`src/rtl/cbuf_agen_pkg.sv`:
```
package cbuf_agen_pkg;
  typedef enum logic [1:0] {
    OP_POST = 2'd0,
    OP_PRE  = 2'd1,
    OP_MOD  = 2'd2,
    OP_NONE = 2'd3
  } op_kind_e;

  typedef enum logic [1:0] {
    WR_IDX  = 2'd0,
    WR_MOD  = 2'd1,
    WR_BASE = 2'd2,
    WR_LEN  = 2'd3
  } wr_kind_e;
endpackage

```
`src/rtl/cbuf_wrap.sv`:
```
module cbuf_wrap #(
  parameter int AW = 16
) (
  input  logic [AW-1:0] idx_i,
  input  logic [AW-1:0] mod_i,
  input  logic [AW-1:0] base_i,
  input  logic [AW-1:0] len_i,
  output logic [AW-1:0] nxt_o,
  output logic [AW-1:0] off_o
);
  localparam int EW = AW + 2;

  logic signed [EW-1:0] sum, lo, ln, hi;

  always_comb begin
    sum = $signed({2'b00, idx_i}) + $signed({{2{mod_i[AW-1]}}, mod_i});
    lo  = $signed({2'b00, base_i});
    ln  = $signed({2'b00, len_i});
    hi  = lo + ln;
    off_o = AW'(sum);
    // one correction step: the step must not exceed the length
    if (len_i == '0)   nxt_o = AW'(sum);
    else if (sum >= hi) nxt_o = AW'(sum - ln);
    else if (sum < lo)  nxt_o = AW'(sum + ln);
    else                nxt_o = AW'(sum);
  end
endmodule

```
`src/rtl/cbuf_regbank.sv`:
```
module cbuf_regbank
  import cbuf_agen_pkg::*;
#(
  parameter int AW   = 16,
  parameter int NSET = 4,
  localparam int SW  = $clog2(NSET)
) (
  input  logic          clk_i,
  input  logic          rst_ni,
  input  logic          wr_en_i,
  input  wr_kind_e      wr_kind_i,
  input  logic [SW-1:0] wr_sel_i,
  input  logic [AW-1:0] wr_data_i,
  input  logic          upd_en_i,
  input  logic [SW-1:0] upd_sel_i,
  input  logic [AW-1:0] upd_val_i,
  input  logic [SW-1:0] rd_isel_i,
  input  logic [SW-1:0] rd_msel_i,
  output logic [AW-1:0] idx_o,
  output logic [AW-1:0] mod_o,
  output logic [AW-1:0] base_o,
  output logic [AW-1:0] len_o
);
  logic [AW-1:0] idx_q  [NSET];
  logic [AW-1:0] mod_q  [NSET];
  logic [AW-1:0] base_q [NSET];
  logic [AW-1:0] len_q  [NSET];

  for (genvar s = 0; s < NSET; s++) begin : g_set
    localparam logic [AW-1:0] MOD_RST = (s == 1) ? AW'(1) :
                                        (s == 2) ? {AW{1'b1}} : '0;
    logic wr_hit, upd_hit;
    assign wr_hit  = wr_en_i  && (wr_sel_i  == SW'(s));
    assign upd_hit = upd_en_i && (upd_sel_i == SW'(s));

    always_ff @(posedge clk_i or negedge rst_ni) begin
      if (!rst_ni) begin
        idx_q[s]  <= '0;
        mod_q[s]  <= MOD_RST;
        base_q[s] <= '0;
        len_q[s]  <= '0;
      end else begin
        if (wr_hit) begin
          unique case (wr_kind_i)
            WR_IDX:  idx_q[s] <= wr_data_i;
            WR_MOD:  mod_q[s] <= wr_data_i;
            WR_BASE: begin
              base_q[s] <= wr_data_i;
              idx_q[s]  <= wr_data_i;
            end
            WR_LEN:  len_q[s] <= wr_data_i;
            default: ;
          endcase
        end
        // an index update from an operation wins over a same-cycle write
        if (upd_hit) idx_q[s] <= upd_val_i;
      end
    end
  end

  assign idx_o  = idx_q[rd_isel_i];
  assign base_o = base_q[rd_isel_i];
  assign len_o  = len_q[rd_isel_i];
  assign mod_o  = mod_q[rd_msel_i];
endmodule

```
`src/rtl/cbuf_agen.sv`:
```
module cbuf_agen
  import cbuf_agen_pkg::*;
#(
  parameter int AW   = 16,
  parameter int NSET = 4,
  parameter int NGEN = 2
) (
  input  logic                    clk_i,
  input  logic                    rst_ni,
  input  logic                    wr_en_i,
  input  logic [$clog2(NGEN)-1:0] wr_gen_i,
  input  logic [1:0]              wr_kind_i,
  input  logic [$clog2(NSET)-1:0] wr_sel_i,
  input  logic [AW-1:0]           wr_data_i,
  input  logic                    op_valid_i,
  input  logic [1:0]              op_kind_i,
  input  logic [$clog2(NGEN)-1:0] op_gen_i,
  input  logic [$clog2(NSET)-1:0] op_isel_i,
  input  logic [$clog2(NSET)-1:0] op_msel_i,
  output logic [AW-1:0]           addr_o,
  output logic                    addr_valid_o,
  output logic [$clog2(NGEN)-1:0] addr_gen_o
);
  localparam int GW = $clog2(NGEN);

  op_kind_e op_kind;
  logic     is_access, is_update;

  assign op_kind   = op_kind_e'(op_kind_i);
  assign is_access = op_valid_i && (op_kind == OP_POST || op_kind == OP_PRE);
  assign is_update = op_valid_i && (op_kind == OP_POST || op_kind == OP_MOD);

  logic [AW-1:0] g_idx  [NGEN];
  logic [AW-1:0] g_mod  [NGEN];
  logic [AW-1:0] g_base [NGEN];
  logic [AW-1:0] g_len  [NGEN];
  logic [AW-1:0] nxt_idx, off_addr;

  for (genvar g = 0; g < NGEN; g++) begin : g_gen
    cbuf_regbank #(.AW(AW), .NSET(NSET)) u_bank (
      .clk_i     (clk_i),
      .rst_ni    (rst_ni),
      .wr_en_i   (wr_en_i && (wr_gen_i == GW'(g))),
      .wr_kind_i (wr_kind_e'(wr_kind_i)),
      .wr_sel_i  (wr_sel_i),
      .wr_data_i (wr_data_i),
      .upd_en_i  (is_update && (op_gen_i == GW'(g))),
      .upd_sel_i (op_isel_i),
      .upd_val_i (nxt_idx),
      .rd_isel_i (op_isel_i),
      .rd_msel_i (op_msel_i),
      .idx_o     (g_idx[g]),
      .mod_o     (g_mod[g]),
      .base_o    (g_base[g]),
      .len_o     (g_len[g])
    );
  end

  logic [AW-1:0] op_idx, op_mval, op_base, op_len;
  assign op_idx  = g_idx[op_gen_i];
  assign op_mval = g_mod[op_gen_i];
  assign op_base = g_base[op_gen_i];
  assign op_len  = g_len[op_gen_i];

  cbuf_wrap #(.AW(AW)) u_wrap (
    .idx_i  (op_idx),
    .mod_i  (op_mval),
    .base_i (op_base),
    .len_i  (op_len),
    .nxt_o  (nxt_idx),
    .off_o  (off_addr)
  );

  always_ff @(posedge clk_i or negedge rst_ni) begin
    if (!rst_ni) begin
      addr_o       <= '0;
      addr_valid_o <= 1'b0;
      addr_gen_o   <= '0;
    end else begin
      addr_valid_o <= is_access;
      if (is_access) begin
        addr_o     <= (op_kind == OP_PRE) ? off_addr : op_idx;
        addr_gen_o <= op_gen_i;
      end
    end
  end
endmodule

```
`config.mk`:
```
export PLATFORM = sky130hd
export DESIGN_NAME = cbuf_agen
export DESIGN_NICKNAME = d
export VERILOG_FILES = /design/src/rtl/cbuf_agen_pkg.sv /design/src/rtl/cbuf_wrap.sv /design/src/rtl/cbuf_regbank.sv /design/src/rtl/cbuf_agen.sv
export SDC_FILE = /design/constraint.sdc
export NUM_CORES = 1
export LEC_CHECK = 0
export CAP_MARGIN = 10
export CORE_UTILIZATION = 66
export CTS_CLUSTER_SIZE = 30
export DETAILED_ROUTE_END_ITERATION = 6
export DONT_BUFFER_PORTS = 1
export HOLD_SLACK_MARGIN = 0.08
export PLACE_DENSITY = 0.88
export SKIP_CTS_REPAIR_TIMING = 1
export SYNTH_ARGS = -nofsm -noshare
export SYNTH_HDL_FRONTEND = slang
export SYNTH_SLANG_ARGS = --single-unit
```
`constraint.sdc`:
```
create_clock -name clk_i -period 17.2 [get_ports clk_i]
set_input_delay 2.58 -clock clk_i [delete_from_list [all_inputs] [get_ports clk_i]]
set_output_delay 2.58 -clock clk_i [all_outputs]
set_load 0.005 [all_outputs]
```
# Yosys cells after proc, flatten, opt, wreduce, memory -nomap -nowiden

Cells that the tools add are included.

Bits in registers: 530
Output and inout bits: 18
Word-level logic and storage cells: 195

Add/sub/neg operators: 4
Magnitude comparators: 5
Equal/unequal tests: 11
Muxes and demuxes: 57
Bitwise gates (word level): 5
Reductions and logical operators: 78

Operators by type and width:

| kind                                                             | count |
|---|---|
| 16-bit 2-to-1 mux                                                | 49 |
| 16-bit binary-select mux with 2-bit select                       | 8 |
| 2-bit AND reduction                                              | 32 |
| 2-bit nonzero test                                               | 16 |
| 1-bit logical AND                                                | 22 |
| 17-bit by 16-bit adder with 18-bit output                        | 1 |
| 18-bit >= comparator                                             | 1 |
| 18-bit by 17-bit less-than comparator with 1-bit output          | 1 |
| 16-bit by 16-bit adder with 17-bit output                        | 1 |
| 16-bit adder                                                     | 1 |
| 16-bit zero test                                                 | 1 |
| 16-bit subtractor                                                | 1 |
| 2-bit == test (second input constant)                            | 7 |
| 2-bit by 1-bit == test with 1-bit output (second input constant) | 4 |
| 2-bit zero test                                                  | 4 |
| 3-bit >= comparator (second input constant)                      | 2 |
| 2-bit inverter with 3-bit output                                 | 2 |
| 2-bit >= comparator (second input constant)                      | 1 |
| 1-bit logical OR                                                 | 2 |
| 1-bit inverter                                                   | 2 |
| 1-bit inverter with 2-bit output                                 | 1 |
| 2-bit OR reduction                                               | 1 |

# Logic depth before layout (Yosys ltp)

Depth in word-level cells: 13
Mapped depth: 30
Depth with buffers taken out: 23

# By module

Synthesis repeated with hierarchy kept, for this count alone.

Cell total of the unflattened synthesis: 2299
Area total of the unflattened synthesis: 29454.5 µm²

Modules (own cells, without submodules):

| module       | instances | cells an instance | area each (µm²) | sequential area each (µm²) |
|---|---|---|---|---|
| cbuf_regbank | 2         | 799               | 11865.1         | 6427.4 |
| cbuf_wrap    | 1         | 551               | 4025.1          | 0.0 |
| cbuf_agen    | 1         | 150               | 1699.1          | 450.4 |

# Worst setup path after synthesis

OpenSTA, ideal clock, no wires.

Path type: in2reg
Start: in op_isel_i[0]
End: reg g_gen[1].u_bank.idx_q[48] (netlist name)
Library setup time: 0.133 ns
Arrival time: 9.603 ns
Required time: 17.067 ns
Path slack: 7.464 ns
Stages on the path: 29
Path buffers: 7
Cells stage by stage: buf_2 buf_2 buf_2 clkbuf_1 buf_1 buf_1 mux4_2 mux2i_1 inv_1 ha_1 a211oi_1 o21a_1 nor2_1 a21oi_1 o21bai_1 a21oi_1 xor2_1 ha_1 a21o_1 a221oi_1 o211ai_1 maj3_1 a221oi_1 or4_4 a41o_1 buf_6 mux2_2 nor2_1 a21oi_1

Word-level cells in the longest chain between the ends: 13
Elaborated cells between the ends (all ways): 44
Those cells by class: add/sub: 4; order compare: 2; mux: 31; bitwise: 1; reduce/logical: 6

RTL lines:

| item                                                                                    | RTL line                                                   | text |
|---|---|---|
| from (decl)                                                                             | cbuf_agen.sv:18                                            | `input logic [$clog2(NSET)-1:0] op_isel_i,` |
| 2-bit inverter with 3-bit output (implied by the code)                                  | cbuf_regbank.sv:61, cbuf_regbank.sv:62, cbuf_regbank.sv:63 |  |
| 16-bit binary-select mux with 2-bit select                                              | cbuf_regbank.sv:61                                         | `assign idx_o = idx_q[rd_isel_i];` |
| 16-bit 2-to-1 mux (implied by the code) (2 in a row)                                    | cbuf_regbank.sv:61                                         |  |
| 16-bit 2-to-1 mux (implied by the code) (3 in a row)                                    | cbuf_agen.sv:60                                            | `assign op_idx = g_idx[op_gen_i];` |
| 17-bit by 16-bit adder with 18-bit output                                               | cbuf_wrap.sv:16                                            | `sum = $signed({2'b00, idx_i}) + $signed({{2{mod_i[AW-1]}}, mod_i});` |
| 16-bit adder or 18-bit by 17-bit less-than comparator with 1-bit output (tied branches) | cbuf_wrap.sv:24                                            | `else if (sum < lo) nxt_o = AW'(sum + ln);` |
| 16-bit 2-to-1 mux                                                                       | cbuf_wrap.sv:24                                            |  |
| 16-bit 2-to-1 mux                                                                       | cbuf_wrap.sv:23                                            | `else if (sum >= hi) nxt_o = AW'(sum - ln);` |
| 16-bit 2-to-1 mux                                                                       | cbuf_wrap.sv:22                                            | `if (len_i == '0) nxt_o = AW'(sum);` |
| 16-bit 2-to-1 mux                                                                       | cbuf_regbank.sv:56                                         | `if (upd_hit) idx_q[s] <= upd_val_i;` |
| to (signal, indexed assignment)                                                         | cbuf_regbank.sv:45                                         | `WR_IDX: idx_q[s] <= wr_data_i;` |
| to (signal, indexed assignment)                                                         | cbuf_regbank.sv:49                                         | `idx_q[s] <= wr_data_i;` |
| to (signal, indexed assignment)                                                         | cbuf_regbank.sv:56                                         |  |
| to (decl)                                                                               | cbuf_regbank.sv:24                                         | `logic [AW-1:0] idx_q [NSET];` |

Parallel ways exist; a longest one is shown, timed or not. The select of a mux whose other input is x is not followed.
A chain may end at the register's enable or synchronous reset.

# Final worst setup path

Start: in op_isel_i[0]
End: reg g_gen[0].u_bank.idx_q[18] (netlist name)

Word-level cells in the longest chain between the ends: 13
Elaborated cells between the ends (all ways): 44
Those cells by class: add/sub: 4; order compare: 2; eq/ne: 1; mux: 31; bitwise: 1; reduce/logical: 5

RTL lines:

| item                                                                                    | RTL line |
|---|---|
| 2-bit inverter with 3-bit output (implied by the code)                                  | cbuf_regbank.sv:61, cbuf_regbank.sv:62, cbuf_regbank.sv:63 |
| 16-bit binary-select mux with 2-bit select                                              | cbuf_regbank.sv:61 |
| 16-bit 2-to-1 mux (implied by the code) (2 in a row)                                    | cbuf_regbank.sv:61 |
| 16-bit 2-to-1 mux (implied by the code) (3 in a row)                                    | cbuf_agen.sv:60 |
| 17-bit by 16-bit adder with 18-bit output                                               | cbuf_wrap.sv:16 |
| 16-bit adder or 18-bit by 17-bit less-than comparator with 1-bit output (tied branches) | cbuf_wrap.sv:24 |
| 16-bit 2-to-1 mux                                                                       | cbuf_wrap.sv:24 |
| 16-bit 2-to-1 mux                                                                       | cbuf_wrap.sv:23 |
| 16-bit 2-to-1 mux                                                                       | cbuf_wrap.sv:22 |
| 16-bit 2-to-1 mux                                                                       | cbuf_regbank.sv:56 |
| to (signal, indexed assignment)                                                         | cbuf_regbank.sv:45 |
| to (signal, indexed assignment)                                                         | cbuf_regbank.sv:49 |
| to (signal, indexed assignment)                                                         | cbuf_regbank.sv:56 |
| to (decl)                                                                               | cbuf_regbank.sv:24 |

Parallel ways exist; a longest one is shown, timed or not. The select of a mux whose other input is x is not followed.

==> flow_metrics.tcl <==
set metrics [dict create \
    end_kind "flop" \
    fillers 2776 \
    period_share_pct 48.1 \
    tns_ns 0 \
    cts_root_buf "clkbuf_16" \
    cpMostUsedCell "a221oi_1" \
    clock_path_buffers 3 \
    core_um2 43300 \
    antenna_found_initial 2 \
    grt_pass1_vias 20700 \
    slew_headroom_pct -72.6 \
    grt_pass1_wl_mm 119 \
    hold_violations 0 \
    skew_ns 0.0301 \
    drc 0 \
    cts_buffers 52 \
    synth_fp_nets 2459 \
    crit_required_ns 17.67 \
    syn_area_um2 29100 \
    yosys_most_used_dff "dfrtp_1" \
    period_needed_ns 8.28 \
    grt_usage_pct 35.3 \
    synth_area_leaders "dfrtp_1, mux2_2, mux4_2" \
    switching_share_pct 39.9 \
    multi_input_area_um2 14900 \
    seq_area_um2 13300 \
    firstDrtPassIters 6 \
    die_w_um 212 \
    hp-class "reg2reg" \
    initial_utilization_pct 67.3 \
    final_net_count 2366 \
    cellLeakagePower_nw 13.9 \
    first_iter_violations 1838 \
    htreeDepth 2 \
    placementRows 76 \
    peakVddDrop_uv 137 \
    ant_nets 0 \
    cp_slowest_cell "o31ai_2" \
    syn_avg_cell_area_um2 12.5 \
    yosys_register_bits 530 \
    fin_hold_ws_ns 0.499 \
    p_per_area_nw_per_um2 184 \
    final_layout_size_suffix_gt1_share_pct 35.2 \
    worstMarginPinSlew_ns 2.59 \
    intPower_mw 3.45 \
    fmax_ghz 0.121 \
    rsz0062_at_grt "false" \
    vias 19600 \
    final_common_cell "dfrtp_1" \
    die_h_um 212 \
    cts_sinks 530 \
    sequentialPowerShare_pct 31.0 \
    synth_cells 2333 \
    gr-total-overflow 0 \
    pwr-share-clk_pct 19.9 \
    finalSetupViolCount 0 \
    dieArea_um2 45000 \
    cpPeakStageDelay_ns 0.60 \
    area.growth.synth_to_final_pct 7.09 \
    p_comb_share_pct 49.1 \
    port_buffers 0 \
    drt_wl_total_mm 76.2 \
    crit_chain "mux4_2 -> mux2i_1 -> inv_1 -> ha_1 -> a211oi_1 -> o21a_1 -> nor2_1 -> a21oi_1 -> o21bai_1 -> a21oi_1 -> xor2_1 -> ha_1 -> a21o_1 -> a221oi_1 -> o211ai_1 -> maj3_1 -> a221oi_1 -> or4_4 -> a31o_2 -> a221oi_1 -> o31ai_2 -> o21ai_0" \
    cp-start-kind "input pin" \
    slew_viol_final 301 \
    async_flop_share_pct 100 \
    grt_start_max_net_pins 531 \
    clk_pin_slew_ns 0.06 \
    cp.arrival_ns 8.74 \
    yosysWarnings 0 \
    violations "max-slew violations" \
    io_pins 50 \
    synth-edff-count 0 \
    yosysTopAreaCell "dfrtp_1" \
    path_max_fanout 100 \
    cts_tree "built" \
    cap_violations 0 \
    synth_top_cell_area_share_pct 42.6 \
    wire_per_inst_um 26.6 \
    ys_seq_area_share_pct 45.7 \
    path_class "in2reg" \
    layout_common_cells "dfrtp_1, mux2_2, mux4_2" \
    drt-vias-per-instance 6.84 \
    worstSkewPairLatency_ns 0.63 \
    gp_congestion 0.968 \
    power_switching_mw 2.29 \
    ys_types 82 \
    outcome "complete, but fails checks" \
    dp_hpwl_mm 47.2 \
]
-- area by class of cell --
type                            count  share of cell area, %
Antenna cell                        1                0.00803
Clock buffer                       82                   4.99
Clock inverter                     14                  0.522
Inverter                           67                  0.807
Multi-Input combinational cell   1558                   47.8
Sequential cell                   530                   42.7
Tap cell                          585                   2.35
Timing Repair Buffer               31                  0.811
-- synthesized netlist by cell type, types with 5 or more instances --
| library cell | number |
|---|---|
| o21ai_0 | 93 |
| ha_1 | 90 |
| mux4_2 | 128 |
| dfstp_2 | 34 |
| nand2_1 | 118 |
| nor4_1 | 8 |
| nor2_1 | 68 |
| buf_1 | 22 |
| a31oi_1 | 6 |
| o211ai_1 | 5 |
| o21ai_1 | 10 |
| dfrtp_1 | 496 |
| or3_1 | 10 |
| nor2b_1 | 27 |
| a21oi_1 | 121 |
| mux2i_1 | 51 |
| xor2_1 | 15 |
| and3_1 | 7 |
| inv_1 | 64 |
| o21ai_2 | 6 |
| o21a_1 | 8 |
| nand3_1 | 10 |
| o21bai_1 | 10 |
| nand2b_1 | 20 |
| nor3_1 | 16 |
| or4_1 | 6 |
| and2_1 | 33 |
| a211oi_1 | 50 |
| or2_2 | 5 |
| a22oi_1 | 7 |
| mux2_2 | 494 |
| a221oi_1 | 9 |
| a21o_1 | 15 |
| xnor2_1 | 37 |
| clkbuf_1 | 149 |
| nand4_1 | 12 |
-- critical path, delay by kind of cell --
family | cells | cell delay [ns]
AO/OA/AOI/OAI | 13 | 3.37
XOR/XNOR | 1 | 0.21
adder cells (fa/ha/maj) | 3 | 0.94
buffers and inverters | 1 | 0.17
multiplexers | 2 | 1.06
AND/OR/NAND/NOR | 2 | 0.29
-- power groups by stage --
stage          combinational (mW)  sequential (mW)  clock [mW]
2_1_floorplan                2.15             1.72           0
3_5_place_dp                 2.75             1.79           0
3_3_place_gp                 2.67             1.76           0
5_1_grt                      3.05             1.82        1.20
4_1_cts                      2.77             1.78        1.15
6_report                     2.82             1.78        1.14
-- flip-flops by register name (all words and copies together) (netlist names) --
| signal | flops |
|---|---|
| g_gen.u_bank.base_q | 128 |
| g_gen.u_bank.idx_q | 128 |
| g_gen.u_bank.len_q | 128 |
| g_gen.u_bank.mod_q | 128 |
| addr_o | 16 |
| addr_gen_o | 1 |
| addr_valid_o | 1 |
-- worst paths after layout --
check / depth (start not counted) / from / end / slack (ns)
min reg2reg: 1 / g_gen[0].u_bank.base_q[31] / g_gen[0].u_bank.base_q[31] / 0.50
max in group asynchronous: 0 / rst_ni / g_gen[0].u_bank.base_q[12] / 13.48
min: 1 / g_gen[0].u_bank.base_q[31] / g_gen[0].u_bank.base_q[31] / 0.50
min in group asynchronous: 0 / rst_ni / g_gen[1].u_bank.len_q[6] / 1.68
max: 22 / op_isel_i[0] / g_gen[0].u_bank.idx_q[18] / 8.92
max reg2reg: 19 / g_gen[0].u_bank.mod_q[54] / g_gen[0].u_bank.idx_q[45] / 10.63
-- layer usage --
| metal | up-vias | global-route usage (%) | part of all wire (%) |
|---|---|---|---|
| li1 | 8394 | - | - |
| met1 | 10100 | 46.3 | 39 |
| met2 | 913 | 57.8 | 49 |
| met3 | 214 | 6.06 | 8.2 |
| met4 | 0 | 16.6 | 4.3 |
| met5 | - | 0 | 0 |
-- stage by stage --
| stage | setup slack [ns] | area [µm²] | power, mW | util [%] | std cells |
|---|---|---|---|---|---|
| finish | 8.92 | 31200 | 5.74 | 72.1 | 2868 |
| global route | 8.65 | 31200 | 6.07 | 72.1 | 2867 |
| CTS | 9.11 | 31100 | 5.70 | 72.0 | 2866 |
| detailed placement | 8.45 | 29400 | 4.54 | 68.0 | 2770 |
| global placement | 8.67 | 29400 | 4.42 | 68.0 | 2770 |
| floorplan | 7.46 | 29100 | 3.88 | - | 2333 |
-- kinds of logic (layout without fill, tap and decap cells) --
| kind of cell | count (synthesis) | after routing | share of synthesized area, % |
|---|---|---|---|
| multiplexers | 673 | 673 | 30.8 |
| flip-flops | 530 | 530 | 45.7 |
| AO/OA/AOI/OAI | 378 | 378 | 8.29 |
| AND/OR/NAND/NOR | 359 | 359 | 6.21 |
| buffers and inverters | 245 | 194 | 3.24 |
| adder cells (fa/ha/maj) | 95 | 95 | 4.18 |
| XOR/XNOR | 53 | 53 | 1.62 |
| other | 0 | 1 | 0 |
Power figures use the tool's default switching activity.
